<file path="config.mk">
export PLATFORM = sky130hd
export DESIGN_NAME = atten_serial_ctrl
export DESIGN_NICKNAME = d
export VERILOG_FILES = /design/src/rtl/atten_pkg.sv /design/src/rtl/atten_pin_sync.sv /design/src/rtl/atten_shift_fsm.sv /design/src/rtl/atten_serial_ctrl.sv
export SDC_FILE = /design/constraint.sdc
export NUM_CORES = 1
export LEC_CHECK = 0
export ABC_AREA = 1
export BUFFER_PORTS_ARGS = -buffer_cell sky130_fd_sc_hd__buf_2
export CAP_MARGIN = 20
export CORE_MARGIN = 4
export CORE_UTILIZATION = 45
export DETAILED_ROUTE_END_ITERATION = 8
export PLACE_DENSITY = 0.72
export REMOVE_ABC_BUFFERS = 1
export SETUP_SLACK_MARGIN = 0.15
export SYNTH_ARGS = -nofsm -noshare
export SYNTH_HDL_FRONTEND = slang
export SYNTH_SLANG_ARGS = --single-unit
</file>
<file path="constraint.sdc">
create_clock -name clk -period 1 [get_ports clk]
set_clock_uncertainty 0.1 [all_clocks]
set_input_delay 0.1 -clock clk [delete_from_list [all_inputs] [get_ports clk]]
set_output_delay 0.1 -clock clk [all_outputs]
set_load 0.005 [all_outputs]
</file>
<file path="src/rtl/atten_pkg.sv">
package atten_pkg;
    parameter int unsigned CTRL_W = 6;

    localparam int unsigned PIN_SCLK = 0;
    localparam int unsigned PIN_SDAT = 1;
    localparam int unsigned PIN_LE   = 2;
    localparam int unsigned PIN_N    = 3;

    typedef enum logic [0:0] {
        ST_OPEN = 1'b0,
        ST_HOLD = 1'b1
    } gate_state_e;
endpackage

</file>
<file path="src/rtl/atten_pin_sync.sv">
module atten_pin_sync #(
    parameter int unsigned WIDTH  = 3,
    parameter int unsigned STAGES = 2
) (
    input  logic             clk,
    input  logic             rst_n,
    input  logic [WIDTH-1:0] pin_i,
    output logic [WIDTH-1:0] lvl_o,
    output logic [WIDTH-1:0] rise_o,
    output logic [WIDTH-1:0] fall_o
);
    localparam int unsigned LAST = STAGES - 1;

    logic [STAGES-1:0][WIDTH-1:0] chain_q;
    logic [WIDTH-1:0]             prev_q;

    for (genvar s = 0; s < STAGES; s++) begin : g_stage
        if (s == 0) begin : g_first
            always_ff @(posedge clk or negedge rst_n) begin
                if (!rst_n) chain_q[s] <= '0;
                else        chain_q[s] <= pin_i;
            end
        end else begin : g_next
            always_ff @(posedge clk or negedge rst_n) begin
                if (!rst_n) chain_q[s] <= '0;
                else        chain_q[s] <= chain_q[s-1];
            end
        end
    end

    always_ff @(posedge clk or negedge rst_n) begin
        if (!rst_n) prev_q <= '0;
        else        prev_q <= chain_q[LAST];
    end

    assign lvl_o  = chain_q[LAST];
    assign rise_o = chain_q[LAST] & ~prev_q;
    assign fall_o = ~chain_q[LAST] & prev_q;
endmodule

</file>
<file path="src/rtl/atten_shift_fsm.sv">
module atten_shift_fsm
    import atten_pkg::*;
#(
    parameter int unsigned W = CTRL_W
) (
    input  logic         clk,
    input  logic         rst_n,
    input  logic         sclk_rise,
    input  logic         sdat,
    input  logic         le_lvl,
    input  logic         le_rise,
    input  logic         le_fall,
    output logic [W-1:0] ctrl_o,
    output logic         ser_o
);
    localparam int unsigned TOP = W - 1;

    gate_state_e state_q, state_d;
    logic [W-1:0] shreg_q;
    logic [W-1:0] ctrl_q;
    logic         ser_q;
    logic         shift_en;
    logic         load_en;

    always_ff @(posedge clk or negedge rst_n) begin
        if (!rst_n) state_q <= ST_OPEN;
        else        state_q <= state_d;
    end

    always_comb begin
        state_d = state_q;
        unique case (state_q)
            ST_OPEN: if (le_rise) state_d = ST_HOLD;
            ST_HOLD: if (le_fall) state_d = ST_OPEN;
            default: state_d = ST_OPEN;
        endcase
    end

    always_comb begin
        shift_en = 1'b0;
        load_en  = 1'b0;
        unique case (state_q)
            ST_OPEN: begin
                load_en  = le_rise;
                shift_en = sclk_rise && !le_lvl;
            end
            ST_HOLD: begin
                shift_en = sclk_rise && !le_lvl;
            end
            default: ;
        endcase
    end

    always_ff @(posedge clk or negedge rst_n) begin
        if (!rst_n) begin
            shreg_q <= '0;
            ser_q   <= 1'b0;
            ctrl_q  <= '0;
        end else begin
            if (shift_en) begin
                shreg_q <= {shreg_q[TOP-1:0], sdat};
                ser_q   <= shreg_q[TOP];
            end
            if (load_en) ctrl_q <= shreg_q;
        end
    end

    assign ctrl_o = ctrl_q;
    assign ser_o  = ser_q;

    a_r3_hold_keeps_reg: assert property (@(posedge clk) disable iff (!rst_n)
        le_lvl |=> $stable(shreg_q));

    a_r4_latch_copies: assert property (@(posedge clk) disable iff (!rst_n)
        le_rise |=> (ctrl_q == $past(shreg_q)));

    a_r4_word_held: assert property (@(posedge clk) disable iff (!rst_n)
        !le_rise |=> $stable(ctrl_q));

    a_r7_serout_held: assert property (@(posedge clk) disable iff (!rst_n)
        !sclk_rise |=> $stable(ser_q));

    a_r8_no_shift_at_latch: assert property (@(posedge clk) disable iff (!rst_n)
        (sclk_rise && le_rise) |=> $stable(shreg_q));
endmodule

</file>
<file path="src/rtl/atten_serial_ctrl.sv">
module atten_serial_ctrl
    import atten_pkg::*;
(
    input  logic              clk,
    input  logic              rst_n,
    input  logic              ser_clk_i,
    input  logic              ser_dat_i,
    input  logic              latch_i,
    output logic [CTRL_W-1:0] atten_word_o,
    output logic              ser_out_o,
    output logic [CTRL_W-1:0] atten_halfdb_o
);
    localparam logic [CTRL_W-1:0] REF_CODE = '1;

    logic [PIN_N-1:0] pins;
    logic [PIN_N-1:0] lvl;
    logic [PIN_N-1:0] rise;
    logic [PIN_N-1:0] fall;

    always_comb begin
        pins           = '0;
        pins[PIN_SCLK] = ser_clk_i;
        pins[PIN_SDAT] = ser_dat_i;
        pins[PIN_LE]   = latch_i;
    end

    atten_pin_sync #(.WIDTH(PIN_N), .STAGES(2)) u_sync (
        .clk    (clk),
        .rst_n  (rst_n),
        .pin_i  (pins),
        .lvl_o  (lvl),
        .rise_o (rise),
        .fall_o (fall)
    );

    atten_shift_fsm #(.W(CTRL_W)) u_fsm (
        .clk       (clk),
        .rst_n     (rst_n),
        .sclk_rise (rise[PIN_SCLK]),
        .sdat      (lvl[PIN_SDAT]),
        .le_lvl    (lvl[PIN_LE]),
        .le_rise   (rise[PIN_LE]),
        .le_fall   (fall[PIN_LE]),
        .ctrl_o    (atten_word_o),
        .ser_o     (ser_out_o)
    );

    assign atten_halfdb_o = REF_CODE - atten_word_o;

    a_r5_ref_state_zero: assert property (@(posedge clk) disable iff (!rst_n)
        (atten_word_o == REF_CODE) |-> (atten_halfdb_o == '0));

    a_r1_reset_state: assert property (@(posedge clk)
        !rst_n |-> (atten_word_o == '0 && !ser_out_o));
endmodule

</file>
==> results.sh <==
export IMPL_clk_path_buf_depth=2
export IMPL_area_growth_pct=30.5
export IMPL_critPathCaptureType="register"
export IMPL_violations="negative setup slack"
export IMPL_critPathLaunchType="register"
export IMPL_fin_util_pct=62.6
export IMPL_ant_nets=0
export IMPL_design_core_area_um2=1750
export IMPL_overflow=0
export IMPL_register_area_um2=552
export IMPL_drc=0
export IMPL_clkSlewWorstSetupHoldPaths_ns=0.11
export IMPL_cp_required_ns=1.10
export IMPL_cap_violations=0
export IMPL_worst_hold_path_type="in -> async"
export IMPL_fmax_mhz=937
export IMPL_fill_cells=149
export IMPL_slew_violations=0
export IMPL_n_antenna_cell=0
export IMPL_grt_pass1_vias=556
export IMPL_root_buffer="clkbuf_4"
export IMPL_synth_seq_cells=22
export IMPL_setup_violations_final=26
export IMPL_initial_core_util_pct=48.0
export IMPL_critPathKind="reg -> reg"
export IMPL_setup_ws_ns=-0.0671
export IMPL_peakVddDrop_uv=1070
export IMPL_drt_total_wl_mm=1.47
export IMPL_die_area_um2=2610
export IMPL_cts_sinks=22
export IMPL_finalCritPeriodShare_pct=107
export IMPL_arrival_ns=1.17
export IMPL_avgSynthCellArea_um2=10.9
export IMPL_routabilityCongestion=0.744
export IMPL_drt_iter0_drc=3
export IMPL_hpwl_um=946
export IMPL_seq_area_frac_synth_pct=65.8
export IMPL_die_h_um=51.1
export IMPL_gr_usage_all_layers_pct=12.3
export IMPL_cellLeakagePower_nw=0.571
export IMPL_final_min_clock_period_ns=1.07
export IMPL_antenna_found_initial=0
export IMPL_rsz0062_at_grt="true"
export IMPL_nets=115
export IMPL_relSlewSlack_pct=69.8
export IMPL_port_buffers=17
export IMPL_setup_tns_ns=-0.904
export IMPL_yosysWarnings=0
export IMPL_crit_fanout=8
export IMPL_grt_pass1_wl_mm=2.29
export IMPL_numCtsBuffers=3
export IMPL_max_slew_worst_pin_slew_ns=0.453
export IMPL_std_cell_rows=15
export IMPL_firstDrtPassIters=4
export IMPL_status="finished, violations left"
export IMPL_synth_cell_types=10
export IMPL_cts_tree="built"
export IMPL_synth_cells=77
export IMPL_die_w_um=51.1
export IMPL_vias=617
export IMPL_cellPowerDensity_nw_per_um2=1880
export IMPL_hold_viol=0
export IMPL_layout_drive_gt1_share_pct=38.9
export IMPL_grt_max_degree=23
export IMPL_num_io_pins=18
export IMPL_cts_htree_levels=1
export IMPL_via_per_inst=4.64
export IMPL_syn_cell_area_um2=837
export IMPL_multi_input_area_um2=239
export IMPL_wl_per_cell_um=11.0
export IMPL_clkLatencyLatePin_ns=0.29
## kinds of logic (layout without fill, tap and decap cells)
kind of cell / Yosys count / count (layout) / share of synthesized area, %
and+or+nand+nor: 42 / 42 / 26.0
buffers and inverters: 12 / 43 / 7.62
AOI/OAI and AO/OA: 1 / 1 / 0.597
DFF: 22 / 22 / 65.8
## cell type report
class / count / share of cell area (%)
Clock buffer: 3 / 2.06
Inverter: 10 / 4.35
Tap cell: 25 / 2.86
Timing Repair Buffer: 30 / 18.3
Sequential cell: 22 / 50.5
Multi-Input combinational cell: 43 / 21.9
## final timing paths
check,startpoint,to,slack (ns),cells after the start
min in group clk,u_sync.chain_q[2],u_sync.lvl_o[2],0.26,0
min,rst_n,u_fsm.state_q,0.17,2
max reg2reg,u_sync.lvl_o[2],u_fsm.shreg_q[1],-0.07,4
min reg2reg,u_sync.chain_q[2],u_sync.lvl_o[2],0.26,0
max in group asynchronous,rst_n,u_sync.lvl_o[2],0.30,2
max,u_sync.lvl_o[2],u_fsm.shreg_q[1],-0.07,4
## power breakdown
group	total [mW]	leakage (nW)	switching (mW)	internal [mW]
Combinational	0.513	0.280	0.236	0.278
Clock	0.372	0.0138	0.232	0.140
Sequential	1.17	0.277	0.125	1.04
## cell usage after synthesis (all sizes together)
| cell | n | area, µm² |
|---|---|---|
| nand2 | 27 | 101 |
| dfrtp | 22 | 551 |
| nand4 | 13 | 81.3 |
| inv | 10 | 45.0 |
| buf | 2 | 18.8 |
| nand3 | 2 | 35.0 |
| o21ai | 1 | 5.00 |
## stage by stage
stage               worst slack [ns]  hold slack [ns]  instance area [µm²]  cells  power (mW)
global route                  -0.118            0.205                 1090    133        2.20
CTS                          -0.0620            0.181                 1040    129        2.00
finish                       -0.0671            0.170                 1090    133        2.05
floorplan                    -0.0429           -0.296                  818     75        1.36
detailed placement            -0.131          -0.0154                  935    117        1.57
global placement              -0.111          -0.0236                  935    117        1.56
## placed cells by master (no fill, tap or decap), types with 3 or more instances in the layout
cell           synthesis  routed
buf_2                  0      17
buf_4                  1       7
clkbuf_4               0       3
dfrtp_1               22      21
dlygate4sd3_1          0       4
inv_1                  6       6
nand2_1               27      22
nand2_2                0       5
nand4_1               13      13
## layer usage
layer | GRT usage, % | share of wire [%] | up-vias
met1 | 14.4 | 43 | 274
met3 | 3.50 | 6.8 | 6
met2 | 19.1 | 48 | 21
li1 | - | - | 316
met5 | 0 | 0 | -
met4 | 8.97 | 2.8 | 0
## critical path: stages, from the launching register on
cell     delay (ns)
dfrtp_2        0.52
inv_8          0.11
nand3_4        0.10
nand2_2        0.10
nand2_2        0.04
## registers in the layout, summed over array words and instances, names as in the netlist
name and flops:
u_sync.chain_q 3, u_fsm.ser_o 1, u_fsm.state_q 1, u_fsm.ctrl_o 6, u_sync.prev_q 2, u_fsm.shreg_q 6, u_sync.lvl_o 3
## what timing repair did
action,in CTS,in global routing
hold endpoints to repair,25,0
buffers inserted,5,4
hold buffers,4,0
pin swaps,10,2
endpoints found under the setup margin,28,28
resized for setup,4,7
No activity file was read; power rests on OpenSTA's default activity.
